**config.mk**
```make
export PLATFORM = sky130hd
export DESIGN_NAME = irq_edge_port
export DESIGN_NICKNAME = d
export VERILOG_FILES = /design/src/rtl/irq_ep_pkg.sv /design/src/rtl/irq_ep_sync.sv /design/src/rtl/irq_ep_edge.sv /design/src/rtl/irq_ep_req.sv /design/src/rtl/irq_edge_port.sv
export SDC_FILE = /design/constraint.sdc
export NUM_CORES = 1
export LEC_CHECK = 0
export ABC_AREA = 1
export BUFFER_PORTS_ARGS = -buffer_cell sky130_fd_sc_hd__buf_2
export CORE_MARGIN = 2
export CORE_UTILIZATION = 62
export CTS_BUF_LIST = sky130_fd_sc_hd__clkbuf_8
export CTS_CLUSTER_DIAMETER = 50
export DETAILED_ROUTE_END_ITERATION = 7
export PLACE_DENSITY = 0.95
export SLEW_MARGIN = 0
export SYNTH_ARGS = -nofsm -noshare
export SYNTH_HDL_FRONTEND = slang
export SYNTH_SLANG_ARGS = --single-unit
export TNS_END_PERCENT = 1
```
**constraint.sdc**
```tcl
create_clock -name clk -period 2.4 [get_ports clk]
set_clock_uncertainty 0.15 [all_clocks]
set_input_delay 0.24 -clock clk [delete_from_list [all_inputs] [get_ports clk]]
set_output_delay 0.24 -clock clk [all_outputs]
set_load 0.03 [all_outputs]
```
**src/rtl/irq_ep_pkg.sv**
```systemverilog
package irq_ep_pkg;
    typedef enum logic [1:0] {
        TRIG_LEVEL = 2'b00,
        TRIG_RISE  = 2'b01,
        TRIG_FALL  = 2'b10,
        TRIG_BOTH  = 2'b11
    } trig_mode_e;

    localparam int ADDR_W = 3;
    localparam int DATA_W = 8;

    localparam logic [ADDR_W-1:0] REG_LEVEL   = 3'd0;
    localparam logic [ADDR_W-1:0] REG_FLAGS   = 3'd1;
    localparam logic [ADDR_W-1:0] REG_MODE_LO = 3'd2;
    localparam logic [ADDR_W-1:0] REG_MODE_HI = 3'd3;
    localparam logic [ADDR_W-1:0] REG_ENABLE  = 3'd4;
endpackage

```
**src/rtl/irq_ep_sync.sv**
```systemverilog
module irq_ep_sync #(
    parameter int N      = 7,
    parameter int STAGES = 2
) (
    input  logic       clk,
    input  logic [N:1] pin_i,
    output logic [N:1] lvl_o,
    output logic [N:1] prev_o
);
    for (genvar i = 1; i <= N; i++) begin : g_pin
        logic [STAGES:0] sh_q;
        // deliberately not reset: the level path follows the pins at all times
        always_ff @(posedge clk) begin
            sh_q <= {sh_q[STAGES-1:0], pin_i[i]};
        end
        assign lvl_o[i]  = sh_q[STAGES-1];
        assign prev_o[i] = sh_q[STAGES];
    end
endmodule

```
**src/rtl/irq_ep_edge.sv**
```systemverilog
module irq_ep_edge
    import irq_ep_pkg::*;
#(
    parameter int N = 7,
    localparam int MODE_W = 2 * N + 2
) (
    input  logic [MODE_W-1:0] mode_i,
    input  logic [N:1]        lvl_i,
    input  logic [N:1]        prev_i,
    output logic [N:1]        hit_o,
    output logic [N:1]        lvlmode_o
);
    for (genvar i = 1; i <= N; i++) begin : g_det
        trig_mode_e md;
        logic       rise, fall;
        assign md   = trig_mode_e'(mode_i[2*i+1:2*i]);
        assign rise = lvl_i[i] & ~prev_i[i];
        assign fall = ~lvl_i[i] & prev_i[i];
        always_comb begin
            unique case (md)
                TRIG_RISE: hit_o[i] = rise;
                TRIG_FALL: hit_o[i] = fall;
                TRIG_BOTH: hit_o[i] = rise | fall;
                default:   hit_o[i] = 1'b0;
            endcase
        end
        assign lvlmode_o[i] = (md == TRIG_LEVEL);
    end
endmodule

```
**src/rtl/irq_ep_req.sv**
```systemverilog
module irq_ep_req #(
    parameter int N = 7
) (
    input  logic [N:1] flag_i,
    input  logic [N:1] en_i,
    input  logic [N:1] lvlmode_i,
    input  logic [N:1] lvl_i,
    output logic [N:1] irq_o
);
    for (genvar i = 1; i <= N; i++) begin : g_req
        assign irq_o[i] = en_i[i] & (lvlmode_i[i] ? ~lvl_i[i] : flag_i[i]);
    end
endmodule

```
**src/rtl/irq_edge_port.sv**
```systemverilog
module irq_edge_port
    import irq_ep_pkg::*;
#(
    parameter int NPINS = 7
) (
    input  logic              clk,
    input  logic              rst_n,
    input  logic [NPINS:1]    pin_i,
    input  logic              we_i,
    input  logic [ADDR_W-1:0] addr_i,
    input  logic [DATA_W-1:0] wdata_i,
    output logic [DATA_W-1:0] rdata_o,
    output logic [NPINS:1]    irq_o
);
    // byte layout supports 4..7 pins
    localparam int MODE_W = 2 * NPINS + 2;
    localparam int HI_W   = MODE_W - 8;

    typedef struct packed {
        logic [NPINS:1]    flag;
        logic [MODE_W-1:0] mode;
        logic [NPINS:1]    en;
    } ep_state_t;

    ep_state_t st_d, st_q;

    logic [NPINS:1] lvl, prev, hit, lvlmode, clr;

    irq_ep_sync #(.N(NPINS), .STAGES(2)) u_sync (
        .clk    (clk),
        .pin_i  (pin_i),
        .lvl_o  (lvl),
        .prev_o (prev)
    );

    irq_ep_edge #(.N(NPINS)) u_edge (
        .mode_i    (st_q.mode),
        .lvl_i     (lvl),
        .prev_i    (prev),
        .hit_o     (hit),
        .lvlmode_o (lvlmode)
    );

    irq_ep_req #(.N(NPINS)) u_req (
        .flag_i    (st_q.flag),
        .en_i      (st_q.en),
        .lvlmode_i (lvlmode),
        .lvl_i     (lvl),
        .irq_o     (irq_o)
    );

    always_comb begin
        st_d = st_q;
        clr  = '0;
        if (we_i) begin
            unique case (addr_i)
                REG_FLAGS:   clr = wdata_i[NPINS:1];
                REG_MODE_LO: st_d.mode[7:2] = wdata_i[7:2];
                REG_MODE_HI: st_d.mode[MODE_W-1:8] = wdata_i[HI_W-1:0];
                REG_ENABLE:  st_d.en = wdata_i[NPINS:1];
                default:     ;
            endcase
        end
        // a fresh edge overrides a simultaneous clear
        st_d.flag = (st_q.flag & ~clr) | hit;
        if (!rst_n) begin
            st_d = '0;
        end
    end

    always_ff @(posedge clk) begin
        st_q <= st_d;
    end

    always_comb begin
        rdata_o = '0;
        unique case (addr_i)
            REG_LEVEL:   rdata_o[NPINS:1] = lvl;
            REG_FLAGS:   rdata_o[NPINS:1] = st_q.flag;
            REG_MODE_LO: rdata_o[7:2] = st_q.mode[7:2];
            REG_MODE_HI: rdata_o[HI_W-1:0] = st_q.mode[MODE_W-1:8];
            REG_ENABLE:  rdata_o[NPINS:1] = st_q.en;
            default:     rdata_o = '0;
        endcase
    end
endmodule

```
==> metrics.csv <==
stage,metric,value,unit
global_route,grt_pass1_wl,9150,um
sta,finalHoldViolations,0,
yosys,yosys_warnings,0,
worst_setup_path,cp.required,2.01,ns
final_layout,final_area,2820,um2
clock_network,cts_tree,done,
yosys,synthArstFlopShare,0,
yosys,synth_top_area_frac,0.398,
global_route,grt_max_degree,23,
yosys,syn_avg_cell_area,6.85,um2
worst_setup_path,end_kind,output pin,
yosys,synth-seq-cells,49,
yosys,synthFlopType,dfxtp_1,
global_route,antenna_found_initial,0,
yosys,syn-num-nets,395,
worst_setup_path,r2r_end,st_q[25],
final_layout,seq_area,981,um2
worst_setup_path,r2r_setup_slack,1.04,ns
power_and_ir_drop,p_clk_frac,0.357,
placement,io_buffers,35,
power_and_ir_drop,p_comb_frac,0.117,
power_and_ir_drop,p_int,1.23,mW
clock_network,cts_buffers,5,
worst_setup_path,rr_worst_depth,7,
placement,dpl_cell_area,2640,um2
power_and_ir_drop,leakagePower,1.39,nW
power_and_ir_drop,power_density,588,nW/um2
clock_network,clockRootBuffer,clkbuf_8,
clock_network,clk_latency,0.31,ns
worst_setup_path,reg2reg_from,u_sync.g_pin[3].sh_q[1],
drt,first_iter_violations,121,
worst_setup_path,crit_type,in2out,
job,max_cap_viol_count,0,
sta,relSlewSlack,0.527,
drt,avgViaCountPerCell,5.26,
status,status,"finished, final reports clean",
yosys,synthesis.instances,360,
global_route,grt_overflow_total,0,
yosys,synth_edf_count,0,
drt,wirelength,5540,um
sta,report.final.slew_viol_count,0,
drt,wl_met2,2520,um
yosys,seq_area_frac_synth,0.398,
placement,place_ws,0.580,ns
placement,place_congestion,0.915,
global_route,grt_pass1_vias,2112,
floorplanning,die_w,67.1,um
final_layout,final_nets,435,
sta,layout_worst_path_cycle_share,0.790,
drt,drt-met1-wl,2430,um
drt,topRoutingLayerUsed,met4,
sta,setup-tns-final,0,ns
floorplanning,pin_count,36,
drt,drtPass1Iterations,5,
sta,max_clock_freq,0.528,GHz
worst_setup_path,arrival,1.50,ns
worst_setup_path,setup.worst_path.start_class,primary input,
floorplanning,dieArea,4500,um2
sta,tightest_slew,0.709,ns
worst_setup_path,crit_fanout,11,
power_and_ir_drop,pwr-share-seq,0.526,
final_layout,multi_input_area,1170,um2
sta,setup_ws,0.505,ns
clock_network,cts.sinks,49,
min_path,hold_path_depth,3,
sta,finalSetupViolCount,0,
clock_network,htreeDepth,2,
floorplanning,fp.dieH,67.1,um
power_and_ir_drop,peakVddDrop,0.456,mV
floorplanning,start_util,0.659,
drt,wl_per_cell,12.3,um
yosys,yosys.area.top_type,dfxtp_1,
drt,via_count,2360,
power_and_ir_drop,switchingPower,431,uW
clock_network,cts_buffer_depth,2,
min_path,holdPathEnd,st_q[15],
final_layout,area_growth,14.3,%
drt,ant_nets,0,
drt,drc,0,
final_layout,diodes,0,
drt,wl_met3,447,um
yosys,yosys-top-cells-area,"dfxtp_1, nand2_1, inv_1",
floorplanning,num_rows,22,
final_layout,fillerInstances,283,
placement,dp_hpwl,4080,um
final_layout,drive_above_1_share,0.127,
min_path,hold_path.class,in2reg,
sta,rsz0062_at_grt,false,
min_path,min_from,wdata_i[0],
yosys,synth_area,2470,um2
clock_network,clkTransAtPathRegs,0.09,ns
global_route,track_usage,0.271,
power_and_ir_drop,fin_total_pwr,1.66,mW
sta,fin_crit,1.89,ns
floorplanning,core,3740,um2
yosys,netlist-cell-type-count,20,
power_and_ir_drop,swShare,0.260,
state kept, by name (all words and copies together) (netlist names):
name               flops
u_sync.g_pin.sh_q     21
st_q                  28
logic make-up (layout without fill, tap and decap cells):
group,count (synthesis),in the layout,synth area share
adders and majority gates,14,14,0.0710
buffers and inverters,75,116,0.128
DFF,49,49,0.398
and+or+nand+nor,184,184,0.327
AOI/OAI and AO/OA,38,38,0.0771
synth_stat cells (2+ instances only):
cell / count
buf_6: 4
clkbuf_1: 2
inv_1: 65
ha_1: 14
dfxtp_1: 49
nor2_1: 31
nand2_1: 95
o21ai_1: 3
buf_2: 3
nor3_1: 15
nand3_1: 33
nand4_1: 2
or2_2: 2
o21ai_0: 13
a21oi_1: 22
nor2_4: 3
metrics by stage:
step	utilization	hold slack (ns)	cells
2_1_floorplan	-	0.118	360
3_3_place_gp	0.704	0.160	434
3_5_place_dp	0.704	0.162	434
4_1_cts	0.753	0.0473	449
5_1_grt	0.753	0.0567	449
6_report	0.753	0.0495	449
worst max path at each step:
stage                          from    endpoint  slack, ns  cells after the start
after CTS                 addr_i[2]  rdata_o[4]       0.55                      7
after floorplan           addr_i[2]  rdata_o[0]       0.86                      2
after global placement    addr_i[2]  rdata_o[5]       0.59                      7
after detailed placement  addr_i[2]  rdata_o[4]       0.58                      7
final                     addr_i[2]  rdata_o[4]       0.51                      7
after global routing      addr_i[2]  rdata_o[4]       0.38                      7
routing by layer:
metal | GRT usage | up-vias
met4 | 0.117 | 0
met3 | 0.0591 | 19
met5 | 0 | -
li1 | - | 1194
met2 | 0.432 | 98
met1 | 0.349 | 1049
placed cells by master (no fill, tap or decap):
cell type and instances:
a21oi_1 22, buf_2 35, bufinv_16 1, clkbuf_8 5
clkinv_1 1, clkinv_4 1, clkinvlp_4 1, dfxtp_1 49
dlygate4sd3_1 7, ha_1 14, inv_1 65, nand2_1 95
nand3_1 33, nand3_2 1, nand3_4 1, nand4_1 2
nor2_1 31, nor2_2 1, nor2_4 3, nor3_1 15
o21ai_0 13, o21ai_1 3, or2_2 2
power groups by stage:
| stage | Sequential (mW) | Clock (mW) | Combinational (mW) |
|---|---|---|---|
| 3_5_place_dp | 0.890 | 0 | 0.183 |
| 4_1_cts | 0.871 | 0.598 | 0.193 |
| 3_3_place_gp | 0.888 | 0 | 0.175 |
| 5_1_grt | 0.876 | 0.627 | 0.219 |
| 6_report | 0.871 | 0.592 | 0.195 |
| 2_1_floorplan | 0.882 | 0 | 0.132 |
critical path: stages:
cell     delay [ns]
buf_2          0.20
inv_1          0.26
nand3_2        0.20
o21ai_0        0.29
nor2_1         0.07
nand2_1        0.06
buf_2          0.18
what timing repair did:
| action | in CTS | in global routing |
|---|---|---|
| buffers inserted | 0 | 0 |
| hold endpoints to repair | 7 | 0 |
| hold buffers | 7 | 0 |
| gates resized for setup | 0 | 0 |
cell type report:
class,instances,share of cell area
multi-input combinational,236,0.415
sequential,49,0.348
inverter,66,0.0878
timing repair buffer,42,0.0870
clock buffer,5,0.0244
tap,48,0.0213
clock inverter,3,0.0164
(Power assumes the default switching activity.)
